--- src/rtl/ddc_pkg.sv ---
package ddc_pkg;
  typedef enum logic [2:0] {
    ST_IDLE, ST_ADDR, ST_ADDR_ACK, ST_RX, ST_RX_ACK, ST_TX_LOAD, ST_TX, ST_TX_ACK
  } bus_state_e;

  localparam logic [1:0] OFS_CTRL   = 2'd0;
  localparam logic [1:0] OFS_STATUS = 2'd1;
  localparam logic [1:0] OFS_OWN    = 2'd2;
  localparam logic [1:0] OFS_DATA   = 2'd3;

  localparam int BIT_MOD_EN = 0;
  localparam int BIT_LEG_EN = 1;
  localparam int BIT_IRQ_EN = 2;

  localparam int BIT_DIR  = 0;
  localparam int BIT_NACK = 1;
  localparam int BIT_EDGE = 2;
  localparam int BIT_TXE  = 3;
endpackage

--- src/rtl/ddc_line_sync.sv ---
module ddc_line_sync #(
  parameter int STAGES = 2
) (
  input  logic clk_i,
  input  logic rst_ni,
  input  logic line_i,
  output logic level_o,
  output logic rise_o,
  output logic fall_o
);
  localparam int CHAIN_W = STAGES + 1;

  logic [CHAIN_W-1:0] chain_q;

  always_ff @(posedge clk_i or negedge rst_ni) begin
    if (!rst_ni) chain_q <= '1;
    else         chain_q <= {chain_q[CHAIN_W-2:0], line_i};
  end

  assign level_o = chain_q[STAGES-1];
  assign rise_o  = chain_q[STAGES-1] & ~chain_q[STAGES];
  assign fall_o  = ~chain_q[STAGES-1] & chain_q[STAGES];
endmodule

--- src/rtl/ddc_bus_fsm.sv ---
module ddc_bus_fsm
  import ddc_pkg::*;
#(
  parameter int ADDR_W = 7,
  parameter int DATA_W = 8
) (
  input  logic              clk_i,
  input  logic              rst_ni,
  input  logic              en_i,
  input  logic              scl_i,
  input  logic              sda_i,
  input  logic              scl_rise_i,
  input  logic              scl_fall_i,
  input  logic              sda_rise_i,
  input  logic              sda_fall_i,
  input  logic [ADDR_W-1:0] own_addr_i,
  input  logic [DATA_W-1:0] tx_data_i,
  input  logic              tx_empty_i,
  output logic              tx_load_o,
  output logic [DATA_W-1:0] rx_data_o,
  output logic              dir_o,
  output logic              nack_o,
  output logic              sda_oe_o,
  output logic              scl_oe_o
);
  localparam int CNT_W = $clog2(DATA_W + 1);
  localparam logic [CNT_W-1:0] LAST_BIT = CNT_W'(DATA_W);

  bus_state_e        state_q;
  logic [CNT_W-1:0]  cnt_q;
  logic [DATA_W-1:0] rx_sh_q, tx_sh_q, rx_q;
  logic              ack_q, dir_q, nack_q;
  logic              start_det, stop_det, addr_hit;

  assign start_det = sda_fall_i & scl_i;
  assign stop_det  = sda_rise_i & scl_i;
  assign addr_hit  = (rx_sh_q[DATA_W-1 -: ADDR_W] == own_addr_i);

  always_ff @(posedge clk_i or negedge rst_ni) begin
    if (!rst_ni) begin
      state_q <= ST_IDLE;
      cnt_q   <= '0;
      rx_sh_q <= '0;
      tx_sh_q <= '1;
      rx_q    <= '0;
      ack_q   <= 1'b0;
      dir_q   <= 1'b0;
      nack_q  <= 1'b1;
    end else if (!en_i) begin
      state_q <= ST_IDLE;
      ack_q   <= 1'b0;
      tx_sh_q <= '1;
    end else if (start_det) begin
      state_q <= ST_ADDR;
      cnt_q   <= '0;
      ack_q   <= 1'b0;
      tx_sh_q <= '1;
    end else if (stop_det) begin
      state_q <= ST_IDLE;
      ack_q   <= 1'b0;
      tx_sh_q <= '1;
    end else begin
      unique case (state_q)
        ST_ADDR: begin
          if (scl_rise_i) begin
            rx_sh_q <= {rx_sh_q[DATA_W-2:0], sda_i};
            cnt_q   <= cnt_q + 1'b1;
          end else if (scl_fall_i && cnt_q == LAST_BIT) begin
            if (addr_hit) begin
              ack_q   <= 1'b1;
              dir_q   <= rx_sh_q[0];
              state_q <= ST_ADDR_ACK;
            end else begin
              state_q <= ST_IDLE;
            end
          end
        end
        ST_ADDR_ACK: begin
          if (scl_fall_i) begin
            ack_q   <= 1'b0;
            cnt_q   <= '0;
            state_q <= dir_q ? ST_TX_LOAD : ST_RX;
          end
        end
        ST_RX: begin
          if (scl_rise_i) begin
            rx_sh_q <= {rx_sh_q[DATA_W-2:0], sda_i};
            cnt_q   <= cnt_q + 1'b1;
          end else if (scl_fall_i && cnt_q == LAST_BIT) begin
            rx_q    <= rx_sh_q;
            ack_q   <= 1'b1;
            state_q <= ST_RX_ACK;
          end
        end
        ST_RX_ACK: begin
          if (scl_fall_i) begin
            ack_q   <= 1'b0;
            cnt_q   <= '0;
            state_q <= ST_RX;
          end
        end
        ST_TX_LOAD: begin
          if (!tx_empty_i) begin
            tx_sh_q <= tx_data_i;
            cnt_q   <= '0;
            state_q <= ST_TX;
          end
        end
        ST_TX: begin
          if (scl_rise_i) begin
            cnt_q <= cnt_q + 1'b1;
          end else if (scl_fall_i) begin
            if (cnt_q == LAST_BIT) begin
              tx_sh_q <= '1;
              state_q <= ST_TX_ACK;
            end else begin
              tx_sh_q <= {tx_sh_q[DATA_W-2:0], 1'b1};
            end
          end
        end
        ST_TX_ACK: begin
          if (scl_rise_i) nack_q <= sda_i;
          else if (scl_fall_i) state_q <= nack_q ? ST_IDLE : ST_TX_LOAD;
        end
        default: state_q <= ST_IDLE;
      endcase
    end
  end

  assign tx_load_o = (state_q == ST_TX_LOAD) & ~tx_empty_i & en_i & ~start_det & ~stop_det;
  assign sda_oe_o  = ack_q | ((state_q == ST_TX) & ~tx_sh_q[DATA_W-1]);
  assign scl_oe_o  = (state_q == ST_TX_LOAD);
  assign rx_data_o = rx_q;
  assign dir_o     = dir_q;
  assign nack_o    = nack_q;

  AST_IDLE_RELEASED: assert property (@(posedge clk_i) disable iff (!rst_ni)
    (state_q == ST_IDLE) |-> (!sda_oe_o && !scl_oe_o));
  AST_STOP_KEEPS_DIR: assert property (@(posedge clk_i) disable iff (!rst_ni)
    (stop_det && en_i) |=> $stable(dir_o));
  AST_HOLD_WHEN_EMPTY: assert property (@(posedge clk_i) disable iff (!rst_ni)
    (state_q == ST_TX_LOAD && tx_empty_i) |-> scl_oe_o);
  AST_NACK_ONLY_IN_ACK: assert property (@(posedge clk_i) disable iff (!rst_ni)
    !$stable(nack_o) |-> $past(state_q == ST_TX_ACK));
endmodule

--- src/rtl/ddc_reg_file.sv ---
module ddc_reg_file
  import ddc_pkg::*;
#(
  parameter int ADDR_W = 7,
  parameter int DATA_W = 8
) (
  input  logic              clk_i,
  input  logic              rst_ni,
  input  logic              we_i,
  input  logic [1:0]        addr_i,
  input  logic [DATA_W-1:0] wdata_i,
  output logic [DATA_W-1:0] rdata_o,
  input  logic              scl_fall_i,
  input  logic              tx_load_i,
  input  logic              dir_i,
  input  logic              nack_i,
  input  logic [DATA_W-1:0] rx_data_i,
  output logic              mod_en_o,
  output logic [ADDR_W-1:0] own_addr_o,
  output logic [DATA_W-1:0] tx_data_o,
  output logic              tx_empty_o,
  output logic              irq_o
);
  logic [2:0]        ctrl_q, ctrl_d;
  logic [ADDR_W-1:0] own_q;
  logic [DATA_W-1:0] tx_q;
  logic              txe_q, edge_q;
  logic              wr_ctrl, wr_stat, wr_own, wr_data, edge_on;

  assign wr_ctrl = we_i & (addr_i == OFS_CTRL);
  assign wr_stat = we_i & (addr_i == OFS_STATUS);
  assign wr_own  = we_i & (addr_i == OFS_OWN);
  assign wr_data = we_i & (addr_i == OFS_DATA);
  assign ctrl_d  = wr_ctrl ? wdata_i[2:0] : ctrl_q;
  assign edge_on = ctrl_d[BIT_MOD_EN] & ctrl_d[BIT_LEG_EN];

  always_ff @(posedge clk_i or negedge rst_ni) begin
    if (!rst_ni) begin
      ctrl_q <= '0;
      own_q  <= '0;
      tx_q   <= '0;
      txe_q  <= 1'b1;
      edge_q <= 1'b0;
    end else begin
      ctrl_q <= ctrl_d;
      if (wr_own)  own_q <= wdata_i[ADDR_W-1:0];
      if (wr_data) tx_q  <= wdata_i;
      if (wr_data)        txe_q <= 1'b0;
      else if (tx_load_i) txe_q <= 1'b1;
      if (!edge_on)                          edge_q <= 1'b0;
      else if (scl_fall_i)                   edge_q <= 1'b1;
      else if (wr_stat && !wdata_i[BIT_EDGE]) edge_q <= 1'b0;
    end
  end

  always_comb begin
    rdata_o = '0;
    unique case (addr_i)
      OFS_CTRL: rdata_o[2:0] = ctrl_q;
      OFS_STATUS: begin
        rdata_o[BIT_DIR]  = dir_i;
        rdata_o[BIT_NACK] = nack_i;
        rdata_o[BIT_EDGE] = edge_q;
        rdata_o[BIT_TXE]  = txe_q;
      end
      OFS_OWN:  rdata_o[ADDR_W-1:0] = own_q;
      default:  rdata_o = rx_data_i;
    endcase
  end

  assign mod_en_o   = ctrl_q[BIT_MOD_EN];
  assign own_addr_o = own_q;
  assign tx_data_o  = tx_q;
  assign tx_empty_o = txe_q;
  assign irq_o      = edge_q & ctrl_q[BIT_IRQ_EN];

  AST_IRQ_GATED: assert property (@(posedge clk_i) disable iff (!rst_ni)
    irq_o |-> ctrl_q[BIT_IRQ_EN]);
  AST_EDGE_NEEDS_EN: assert property (@(posedge clk_i) disable iff (!rst_ni)
    edge_q |-> (ctrl_q[BIT_MOD_EN] && ctrl_q[BIT_LEG_EN]));
  AST_TXE_AFTER_WRITE: assert property (@(posedge clk_i) disable iff (!rst_ni)
    wr_data |=> !tx_empty_o);
endmodule

--- src/rtl/ddc_slave_status.sv ---
module ddc_slave_status
  import ddc_pkg::*;
#(
  parameter int ADDR_W      = 7,
  parameter int DATA_W      = 8,
  parameter int SYNC_STAGES = 2
) (
  input  logic              clk_i,
  input  logic              rst_ni,
  input  logic              scl_i,
  input  logic              sda_i,
  output logic              scl_oe_o,
  output logic              sda_oe_o,
  input  logic              reg_we_i,
  input  logic [1:0]        reg_addr_i,
  input  logic [DATA_W-1:0] reg_wdata_i,
  output logic [DATA_W-1:0] reg_rdata_o,
  output logic              irq_o
);
  localparam int LINES = 2;

  logic [LINES-1:0] raw, lvl, rise, fall;
  logic              mod_en, tx_empty, tx_load, dir, nack;
  logic [ADDR_W-1:0] own_addr;
  logic [DATA_W-1:0] tx_data, rx_data;

  assign raw = {sda_i, scl_i};

  for (genvar g = 0; g < LINES; g++) begin : g_sync
    ddc_line_sync #(.STAGES(SYNC_STAGES)) u_sync (
      .clk_i  (clk_i),
      .rst_ni (rst_ni),
      .line_i (raw[g]),
      .level_o(lvl[g]),
      .rise_o (rise[g]),
      .fall_o (fall[g])
    );
  end

  ddc_bus_fsm #(.ADDR_W(ADDR_W), .DATA_W(DATA_W)) u_fsm (
    .clk_i     (clk_i),
    .rst_ni    (rst_ni),
    .en_i      (mod_en),
    .scl_i     (lvl[0]),
    .sda_i     (lvl[1]),
    .scl_rise_i(rise[0]),
    .scl_fall_i(fall[0]),
    .sda_rise_i(rise[1]),
    .sda_fall_i(fall[1]),
    .own_addr_i(own_addr),
    .tx_data_i (tx_data),
    .tx_empty_i(tx_empty),
    .tx_load_o (tx_load),
    .rx_data_o (rx_data),
    .dir_o     (dir),
    .nack_o    (nack),
    .sda_oe_o  (sda_oe_o),
    .scl_oe_o  (scl_oe_o)
  );

  ddc_reg_file #(.ADDR_W(ADDR_W), .DATA_W(DATA_W)) u_regs (
    .clk_i     (clk_i),
    .rst_ni    (rst_ni),
    .we_i      (reg_we_i),
    .addr_i    (reg_addr_i),
    .wdata_i   (reg_wdata_i),
    .rdata_o   (reg_rdata_o),
    .scl_fall_i(fall[0]),
    .tx_load_i (tx_load),
    .dir_i     (dir),
    .nack_i    (nack),
    .rx_data_i (rx_data),
    .mod_en_o  (mod_en),
    .own_addr_o(own_addr),
    .tx_data_o (tx_data),
    .tx_empty_o(tx_empty),
    .irq_o     (irq_o)
  );
endmodule

--- config.mk ---
export PLATFORM = sky130hd
export DESIGN_NAME = ddc_slave_status
export DESIGN_NICKNAME = d
export VERILOG_FILES = /design/src/rtl/ddc_pkg.sv /design/src/rtl/ddc_line_sync.sv /design/src/rtl/ddc_bus_fsm.sv /design/src/rtl/ddc_reg_file.sv /design/src/rtl/ddc_slave_status.sv
export SDC_FILE = /design/constraint.sdc
export NUM_CORES = 1
export LEC_CHECK = 0
export BUFFER_PORTS_ARGS = -buffer_cell sky130_fd_sc_hd__buf_4
export CAP_MARGIN = 15
export CORE_MARGIN = 3
export CORE_UTILIZATION = 54
export CTS_CLUSTER_DIAMETER = 80
export CTS_CLUSTER_SIZE = 30
export DETAILED_ROUTE_END_ITERATION = 8
export PLACE_DENSITY = 0.76
export SETUP_SLACK_MARGIN = 0.4
export SLEW_MARGIN = 0
export SYNTH_ARGS = -nofsm -noshare
export SYNTH_HDL_FRONTEND = slang
export SYNTH_SLANG_ARGS = --single-unit
--- constraint.sdc ---
create_clock -name clk_i -period 1.7 [get_ports clk_i]
set_input_delay 0.17 -clock clk_i [delete_from_list [all_inputs] [get_ports clk_i]]
set_output_delay 0.17 -clock clk_i [all_outputs]
set_load 0.005 [all_outputs]
==> impl_metrics.json, run 1 <==
{
  "failing_checks": "setup timing",
  "grt_overflow": 0,
  "cts_tree": "yes",
  "hold_viol_final": 0,
  "place.detailed.hpwl_um": 4950,
  "cellLeakagePower_nw": 1.94,
  "hold_path.startpoint": "reg_addr_i[0]",
  "crit_path_start_kind": "flop",
  "clock_network_latency_to_the_later_pin_of_the_worst_skew_pair_ps": 340,
  "synth_seq_cells": 60,
  "setup_viol": 6,
  "regToRegStartpoint": "u_fsm.state_q[1]",
  "initial_utilization": 0.563,
  "critPathMaxFanout": 6,
  "die_height_um": 82.0,
  "syn_avg_cell_area_um2": 11.7,
  "antenna_cells": 0,
  "drive_above_1_share": 0.615,
  "max-clock-path-buffers": 2,
  "cts_buffers": 9,
  "synthCells": 267,
  "clkTransAtPathRegs_ps": 70,
  "htree_levels": 3,
  "period_needed_ps": 1770,
  "die_width_um": 82.0,
  "result_of_the_run": "complete, but fails checks",
  "layout_worst_path_cycle_share": 1.04,
  "post-route-util": 0.798,
  "drv.max_cap_violation_count": 0,
  "placement_rows": 27,
  "layout.cell_area.non_filler_um2": 4420,
  "root_buffer": "sky130_fd_sc_hd__clkbuf_8",
  "min_path_type": "in -> reg",
  "clock-skew-final_ps": 8.70,
  "setup.worst_path.start": "u_fsm.state_q[1]",
  "number_of_top_level_pins": 26,
  "vias": 2521,
  "drt-pass1-iter-count": 4,
  "worst-slew-pin-transition_ps": 764,
  "design.core.area_um2": 5540,
  "cp.arrival_ps": 2010,
  "finalWeightedCongestion": 0.857,
  "grt_pass1_wl_um": 13100,
  "power.density_cell_area_nw_per_um2": 924,
  "placement.io_buffers": 25,
  "pin_count_of_the_biggest_net_entering_global_routing": 61,
  "synth.net_count": 284,
  "fin_nets": 370,
  "fmax_ghz": 0.564,
  "ys_types": 64,
  "drt_iter0_markers": 207,
  "ys_async_sr_fraction": 1.00,
  "area_growth_pct": 41.8,
  "crit_required_ps": 1930,
  "crit_end_category": "flop",
  "yosys_warnings": 0,
  "initial_antenna_violation_count": 0,
  "route.detailed.wl_per_inst_um": 19.7,
  "detail_route.vias_per_cell": 5.86,
  "drc": 0,
  "synthesis.area_um2": 3120,
  "synth.yosys.seq_area_share": 0.488,
  "number_of_global_route_vias_before_repair": 2620,
  "layout_setup_ws_ps": -73.9,
  "fill_cells": 302,
  "peakVddDrop_mv": 0.689,
  "dominantRegCellSynth": "sky130_fd_sc_hd__dfrtp_1",
  "floorplan.die_area_um2": 6720,
  "post_drt_antenna_nets": 0,
  "gr-usage-all-layers": 0.265,
  "timing.slew.headroom": 0.490,
  "grt_setup_unrepaired": "true",
  "placed_inst_area_um2": 3650,
  "routed_wirelength_um": 8480,
  "synth-edff-count": 0,
  "clkSinkCount": 60,
  "critical_setup_path_class": "reg -> reg",
  "maxSlewViolCount": 0
}
## flip-flops by register name, summed over array words and instances (netlist names), 3 cells and up
register,cells
u_fsm.cnt_q,4
u_fsm.rx_data_o,8
u_fsm.state_q,3
u_fsm.rx_sh_q,8
g_sync.u_sync.chain_q,6
u_fsm.tx_sh_q,8
u_regs.ctrl_q,3
u_regs.own_addr_o,7
u_regs.tx_data_o,8
## Yosys cell counts, drive strengths merged, types with 5 or more instances
cell type,n,share of area
xor2,7,0.020
nand3,7,0.013
a21oi,15,0.024
buf,5,0.014
o21ai,15,0.029
o22ai,7,0.014
dfrtp,44,0.35
nand2,13,0.016
mux2,37,0.13
inv,9,0.011
nor2,16,0.019
nor2b,8,0.019
dfstp,16,0.13
## cell usage in the layout (no fill, tap or decap), types with 3 or more instances in the layout
cell type / synthesis / layout
sky130_fd_sc_hd__inv_1: 8 / 7
sky130_fd_sc_hd__xor2_1: 7 / 6
sky130_fd_sc_hd__clkbuf_8: 1 / 9
sky130_fd_sc_hd__nor2_2: 0 / 8
sky130_fd_sc_hd__o21ai_2: 1 / 4
sky130_fd_sc_hd__mux4_2: 3 / 3
sky130_fd_sc_hd__dfstp_2: 16 / 16
sky130_fd_sc_hd__dfrtp_1: 44 / 41
sky130_fd_sc_hd__dfrtp_2: 0 / 3
sky130_fd_sc_hd__nand2_1: 13 / 10
sky130_fd_sc_hd__o22ai_2: 0 / 7
sky130_fd_sc_hd__mux2_2: 36 / 24
sky130_fd_sc_hd__nand3_1: 6 / 4
sky130_fd_sc_hd__a21oi_2: 0 / 8
sky130_fd_sc_hd__buf_6: 3 / 17
sky130_fd_sc_hd__o21ai_0: 11 / 6
sky130_fd_sc_hd__nand3b_1: 3 / 3
sky130_fd_sc_hd__mux2_4: 1 / 13
sky130_fd_sc_hd__nor2b_1: 6 / 5
sky130_fd_sc_hd__bufinv_16: 0 / 3
sky130_fd_sc_hd__o21ai_1: 2 / 3
sky130_fd_sc_hd__buf_4: 0 / 63
sky130_fd_sc_hd__nor2_1: 16 / 7
sky130_fd_sc_hd__and3_1: 4 / 4
sky130_fd_sc_hd__dlygate4sd3_1: 0 / 3
sky130_fd_sc_hd__a21oi_1: 15 / 6
sky130_fd_sc_hd__mux2i_1: 4 / 4
## power by group
part / switching (mW) / total (mW) / internal [mW]
registers: 0.132 / 1.74 / 1.61
logic: 0.363 / 0.774 / 0.412
clock network: 0.593 / 1.57 / 0.976
total: 1.09 / 4.08 / 3.00
## critical path: stages, from the launching register on
cell and delay, ps:
sky130_fd_sc_hd__dfrtp_2 450, sky130_fd_sc_hd__and2b_2 220, sky130_fd_sc_hd__buf_4 150, sky130_fd_sc_hd__a22o_1 230, sky130_fd_sc_hd__nor3_2 230, sky130_fd_sc_hd__a31oi_2 160
sky130_fd_sc_hd__a32o_1 230
## cell families (layout without fill, tap and decap cells)
logic type / Yosys count / in the layout / share of synthesized area
AO/OA/AOI/OAI: 64 / 64 / 0.146
adder cells (fa/ha/maj): 3 / 3 / 0.0112
buffers and inverters: 18 / 109 / 0.0329
XOR/XNOR: 9 / 9 / 0.0253
AND/OR/NAND/NOR: 69 / 69 / 0.127
flip-flops: 60 / 60 / 0.488
multiplexers: 44 / 44 / 0.169
## path summary, 6_finish.rpt
path | endpoint | slack [ps] | cells after the start
worst min register to register | g_sync[1].u_sync.chain_q[1] | 360 | 0
worst max-delay path | u_fsm.state_q[1] | -70 | 6
worst max register to register | u_fsm.state_q[1] | -70 | 6
max in group asynchronous | u_fsm.state_q[0] | 700 | 2
min in group asynchronous | u_regs.tx_data_o[4] | 440 | 2
worst min-delay path | u_regs.tx_empty_o | 30 | 2
## what timing repair did
item	CTS	global route
buffers inserted	13	6
endpoints found under the setup margin	43	45
resized for setup	59	32
hold buffers	3	0
pin swaps	8	22
hold endpoints to repair	46	0
## metrics by stage
stage | power, mW | setup slack, ps | TNS, ps | hold WS [ps] | std cells
2_1_floorplan | 2.05 | -8.11 | -8.11 | -126 | 267
3_3_place_gp | 2.28 | -9.01 | -9.01 | 279 | 392
3_5_place_dp | 2.30 | -69.7 | -153 | 280 | 392
4_1_cts | 4.01 | -10.2 | -17.6 | 12.6 | 424
5_1_grt | 4.24 | -190 | -2010 | 29.5 | 430
6_report | 4.08 | -73.9 | -155 | 33.2 | 430
## final cells by class
type	instances	area, µm²	share of cell area
well taps	72	90.1	0.0204
flip-flops and latches	60	1530	0.345
repair buffers	84	714	0.162
clock buffers	10	128	0.0289
multi-input cells	189	1820	0.411
clock inverters	6	113	0.0255
inverters	9	33.8	0.00764
## routing by layer
metal	wire, µm	track usage
met5	0	0
met3	334	0.0658
met2	4460	0.435
met4	228	0.105
met1	3460	0.335
Power figures use the tool's default switching activity.
==> inputs of run 2 (changes only) <==
==> constraint.sdc (replaced) <==
create_clock -name clk_i -period 1.7 [get_ports clk_i]
set_input_delay 0.34 -clock clk_i [delete_from_list [all_inputs] [get_ports clk_i]]
set_output_delay 0.34 -clock clk_i [all_outputs]
set_load 0.005 [all_outputs]
==> run 2 against run 1 <==
- the flow still finishes with violations (setup timing)
- critical path depth is the same
- highest routed layer unchanged
- register-to-register slack got worse by 80 ps
- hold slack better by 67 ps
- combinational power is 12% higher
- utilization increased by 0.72 points
- first-iteration DRC count shrank 16%
- via count increased by 4.6%
- largest power group unchanged
- critical endpoint unchanged
==> impl_metrics.json, run 2 (same netlist as run 1, synthesis figures left out) <==
{
  "die_height_um": 82.0,
  "cellLeakagePower_nw": 1.95,
  "clock_network_latency_to_the_later_pin_of_the_worst_skew_pair_ps": 340,
  "drv.max_cap_violation_count": 0,
  "gr-usage-all-layers": 0.261,
  "hold_path.startpoint": "sda_i",
  "vias": 2637,
  "timing.reg2reg.setup_slack_ps": -160,
  "peakVddDrop_mv": 0.901,
  "floorplan.die_area_um2": 6720,
  "pin_count_of_the_biggest_net_entering_global_routing": 33,
  "result_of_the_run": "complete, but fails checks",
  "antenna_cells": 0,
  "fmax_ghz": 0.538,
  "failing_checks": "setup timing",
  "finalWeightedCongestion": 0.901,
  "setup_viol": 19,
  "grt_pass1_wl_um": 13000,
  "worst_r2r_endpoint": "u_fsm.state_q[1]",
  "clock-skew-final_ps": 8.94,
  "crit_required_ps": 1970,
  "htree_levels": 3,
  "crit_end_category": "flop",
  "layout_worst_path_cycle_share": 1.09,
  "reg2regPathDepth": 6,
  "drt-pass1-iter-count": 5,
  "critical_setup_path_class": "reg -> reg",
  "power.density_cell_area_nw_per_um2": 875,
  "route.detailed.wl_per_inst_um": 20.7,
  "clkTransAtPathRegs_ps": 80,
  "crit_path_start_kind": "flop",
  "die_width_um": 82.0,
  "drive_above_1_share": 0.621,
  "design.core.area_um2": 5540,
  "cp.arrival_ps": 2130,
  "placement.io_buffers": 25,
  "grt_overflow": 0,
  "grt_setup_unrepaired": "true",
  "timing.hold.worst_endpoint": "g_sync[1].u_sync.chain_q[0]",
  "regToRegStartpoint": "u_regs.own_addr_o[4]",
  "critPathMaxFanout": 2,
  "worst-slew-pin-transition_ps": 444,
  "min_path_type": "in -> reg",
  "placement_rows": 27,
  "root_buffer": "sky130_fd_sc_hd__clkbuf_8",
  "drt_iter0_markers": 174,
  "timing.slew.headroom": 0.703,
  "drc": 0,
  "area_growth_pct": 43.1,
  "detail_route.vias_per_cell": 6.05,
  "max-clock-path-buffers": 2,
  "initial_antenna_violation_count": 0,
  "routed_wirelength_um": 9030,
  "cts_tree": "yes",
  "period_needed_ps": 1860,
  "clkSinkCount": 60,
  "holdPathStages": 1,
  "mostFrequentLayoutCells": "sky130_fd_sc_hd__buf_4 (66), sky130_fd_sc_hd__dfrtp_1 (41), sky130_fd_sc_hd__mux2_2 (28)",
  "place_ws_ps": -105,
  "number_of_global_route_vias_before_repair": 2585,
  "initial_utilization": 0.563,
  "maxSlewViolCount": 0,
  "fin_total_pwr_mw": 3.90,
  "layout.cells.most_common": "sky130_fd_sc_hd__buf_4",
  "cts_buffers": 9,
  "place.detailed.hpwl_um": 5260,
  "layout_setup_ws_ps": -158,
  "number_of_top_level_pins": 26,
  "hold_viol_final": 0,
  "fin_nets": 376,
  "post_drt_antenna_nets": 0
}
-- run 2: repair_timing --
item / in CTS / in global routing
cloned: 0 / 1
gates resized for setup: 34 / 57
endpoints found under the setup margin: 47 / 47
hold buffers: 1 / 0
setup buffers: 13 / 8
pin swaps: 19 / 18
endpoints found under the hold margin: 18 / 0
-- run 2: area by class of cell --
type / instances / area, µm²
clock buffers: 10 / 128
clock inverters: 6 / 63.8
fillers: 301 / 1080
inverters: 9 / 33.8
multi-input cells: 189 / 1810
flip-flops and latches: 60 / 1530
well taps: 72 / 90.1
repair buffers: 90 / 805
-- run 2: through the flow --
step	cell area [µm²]	TNS, ps	hold WS (ps)	cells	utilization
after floorplan	3180	-8.11	44.4	267	-
after global placement	3710	-28.9	311	397	0.670
after detailed placement	3710	-366	312	397	0.670
after CTS	4140	-936	93.3	427	0.747
after global routing	4460	-2630	86.9	436	0.805
final	4460	-850	99.8	436	0.805
-- run 2: power breakdown --
part,leakage (nW),internal [mW],switching [mW]
clock network,0.0927,0.677,0.620
registers,0.738,1.61,0.131
logic,1.12,0.469,0.395
total,1.95,2.76,1.15
-- run 2: metal layers --
metal	vias up	GRT usage	wire (µm)
met5	-	0	0
met4	0	0.0880	174
met3	22	0.0603	402
met2	89	0.423	4750
met1	1359	0.345	3700
li1	1167	-	-
-- run 2: worst max-delay path: stages (launching register included) --
cell and delay [ps]:
sky130_fd_sc_hd__dfrtp_1 420, sky130_fd_sc_hd__xor2_1 170, sky130_fd_sc_hd__nor4_2 380, sky130_fd_sc_hd__nand3_1 220, sky130_fd_sc_hd__buf_4 190, sky130_fd_sc_hd__o41ai_2 210, sky130_fd_sc_hd__a32o_1 200
-- run 2: how the worst max path moves through the flow --
stage / from / cells past startpoint / slack (ps) / to
5_1_grt: u_regs.own_addr_o[1] / 6 / -230 / u_fsm.dir_o
3_5_place_dp: u_regs.own_addr_o[1] / 5 / -110 / u_fsm.dir_o
2_1_floorplan: g_sync[0].u_sync.chain_q[2] / 5 / -8 / u_fsm.cnt_q[0]
4_1_cts: u_fsm.state_q[0] / 5 / -80 / sda_oe_o
3_3_place_gp: g_sync[0].u_sync.chain_q[1] / 5 / -30 / u_fsm.cnt_q[0]
6_report: u_regs.own_addr_o[4] / 6 / -160 / u_fsm.state_q[1]
==> inputs of run 3 (changes only) <==
--- a/config.mk
+++ b/config.mk
@@ -7,14 +7,15 @@
 export LEC_CHECK = 0
 export BUFFER_PORTS_ARGS = -buffer_cell sky130_fd_sc_hd__buf_4
 export CAP_MARGIN = 15
-export CORE_MARGIN = 3
+export CORE_ASPECT_RATIO = 1.1
+export CORE_MARGIN = 10
 export CORE_UTILIZATION = 54
 export CTS_CLUSTER_DIAMETER = 80
 export CTS_CLUSTER_SIZE = 30
 export DETAILED_ROUTE_END_ITERATION = 8
 export PLACE_DENSITY = 0.76
 export SETUP_SLACK_MARGIN = 0.4
-export SLEW_MARGIN = 0
+export SLEW_MARGIN = 20
 export SYNTH_ARGS = -nofsm -noshare
 export SYNTH_HDL_FRONTEND = slang
 export SYNTH_SLANG_ARGS = --single-unit
==> run 3 against run 2 <==
- the flow still finishes with violations (setup timing)
- critical path depth stayed put
- largest power group unchanged
- cell area is 4.8% higher
- via count is 3.5% higher
- clock-buffer cell count is 2 higher
- hold slack hardly changed
- critical path type unchanged
- first-iteration DRC count is 16% lower
==> impl_metrics.json, run 3 (same netlist as run 1, synthesis figures left out) <==
{
  "drv.max_cap_violation_count": 0,
  "cts_buffers": 9,
  "routed_wirelength_um": 9950,
  "drt-pass1-iter-count": 5,
  "min_path_type": "in -> reg",
  "vias": 2729,
  "area_growth_pct": 49.9,
  "post-route-util": 0.849,
  "initial_antenna_violation_count": 0,
  "finalWeightedCongestion": 0.831,
  "maxSlewViolCount": 0,
  "fin_nets": 388,
  "period_needed_ps": 1850,
  "post_drt_antenna_nets": 0,
  "initial_utilization": 0.567,
  "crit_required_ps": 1990,
  "regToRegStartpoint": "u_regs.own_addr_o[1]",
  "gr-usage-all-layers": 0.207,
  "cts_tree": "yes",
  "detail_route.vias_per_cell": 6.05,
  "place_ws_ps": -221,
  "power.density_cell_area_nw_per_um2": 895,
  "critPathMaxFanout": 3,
  "fill_cells": 266,
  "root_buffer": "sky130_fd_sc_hd__clkbuf_8",
  "drc": 0,
  "max-clock-path-buffers": 2,
  "number_of_global_route_vias_before_repair": 2929,
  "route.detailed.wl_per_inst_um": 22.1,
  "pin_count_of_the_biggest_net_entering_global_routing": 35,
  "worst_r2r_endpoint": "u_fsm.state_q[1]",
  "mostFrequentLayoutCells": "sky130_fd_sc_hd__buf_4 (71), sky130_fd_sc_hd__dfrtp_1 (41), sky130_fd_sc_hd__mux2_2 (28)",
  "critical_setup_path_class": "reg -> reg",
  "clock_network_latency_to_the_later_pin_of_the_worst_skew_pair_ps": 360,
  "drt_iter0_markers": 146,
  "crit_path_start_kind": "flop",
  "reg2regPathDepth": 6,
  "clkSinkCount": 60,
  "antenna_cells": 0,
  "hold_viol_final": 0,
  "holdPathStages": 1,
  "layout.cell_area.non_filler_um2": 4670,
  "peakVddDrop_mv": 0.946,
  "htree_levels": 3,
  "grt_overflow": 0,
  "fin_total_pwr_mw": 4.18,
  "setup_viol": 31,
  "placement_rows": 28,
  "placed_inst_area_um2": 3710,
  "floorplan.die_area_um2": 9210,
  "place.detailed.hpwl_um": 5410,
  "clock-skew-final_ps": 13.9,
  "die_height_um": 99.7,
  "hold_path.startpoint": "scl_i",
  "failing_checks": "setup timing",
  "grt_pass1_wl_um": 15200,
  "grt_setup_unrepaired": "true",
  "worst-slew-pin-transition_ps": 405,
  "placement.io_buffers": 25,
  "layout_setup_ws_ps": -155,
  "layout_worst_path_cycle_share": 1.09,
  "timing.hold.worst_endpoint": "g_sync[0].u_sync.chain_q[0]",
  "timing.reg2reg.setup_slack_ps": -150,
  "layout.cells.most_common": "sky130_fd_sc_hd__buf_4",
  "drive_above_1_share": 0.641,
  "design.core.area_um2": 5500,
  "cp.arrival_ps": 2150,
  "crit_end_category": "flop",
  "cellLeakagePower_nw": 2.05,
  "clkTransAtPathRegs_ps": 70,
  "timing.slew.headroom": 0.729,
  "result_of_the_run": "complete, but fails checks",
  "fmax_ghz": 0.539,
  "number_of_top_level_pins": 26,
  "die_width_um": 92.4
}
run 3: report_power, final:
| part | switching (mW) | internal (mW) |
|---|---|---|
| clock | 0.585 | 0.940 |
| sequential | 0.137 | 1.61 |
| combinational | 0.409 | 0.503 |
| total | 1.13 | 3.05 |
run 3: metal layers:
| layer | track usage | vias up | wire length, µm | share of wire |
|---|---|---|---|---|
| li1 | - | 1192 | - | - |
| met1 | 0.231 | 1391 | 3740 | 0.38 |
| met2 | 0.361 | 109 | 5320 | 0.53 |
| met3 | 0.0466 | 37 | 489 | 0.049 |
| met4 | 0.105 | 0 | 398 | 0.040 |
| met5 | 0 | - | 0 | 0 |
run 3: cell type report:
class                      count  area, µm²  area share
timing repair buffer         102        927       0.198
inverter                       9       33.8     0.00723
clock inverter                 4       70.1      0.0150
tap                           75       93.8      0.0201
sequential                    60       1530       0.326
clock buffer                  12        165      0.0354
multi-input combinational    189       1860       0.397
run 3: worst max-delay path: stages, from the launching register on:
cell                      delay (ps)
sky130_fd_sc_hd__dfrtp_1         410
sky130_fd_sc_hd__xor2_1          160
sky130_fd_sc_hd__nor4_2          390
sky130_fd_sc_hd__nand3_1         220
sky130_fd_sc_hd__buf_4           200
sky130_fd_sc_hd__o41ai_2         200
sky130_fd_sc_hd__a32o_1          210
run 3: worst max-delay path by stage:
stage	startpoint	end	slack, ps	cells past startpoint
global route	u_fsm.state_q[1]	u_fsm.state_q[0]	-160	6
CTS	u_fsm.state_q[0]	sda_oe_o	-90	5
detailed placement	u_fsm.rx_sh_q[2]	u_fsm.state_q[1]	-220	6
finish	u_regs.own_addr_o[1]	u_fsm.state_q[1]	-150	6
global placement	u_fsm.rx_sh_q[2]	u_fsm.state_q[1]	-70	6
floorplan	g_sync[0].u_sync.chain_q[2]	u_fsm.cnt_q[0]	-8	5
run 3: through the flow:
step	hold WS [ps]	cells	TNS, ps
2_1_floorplan	44.4	267	-8.11
3_3_place_gp	279	400	-111
3_5_place_dp	284	400	-867
4_1_cts	90.2	440	-363
5_1_grt	92.1	451	-3400
6_report	99.6	451	-1490
run 3: repair_timing:
item	4_1_cts	5_1_grt
endpoints found under the setup margin	47	47
endpoints found under the hold margin	16	0
buffers inserted	22	11
resized for setup	79	24
pin swaps	34	16
cloned	1	0
hold buffers	1	0
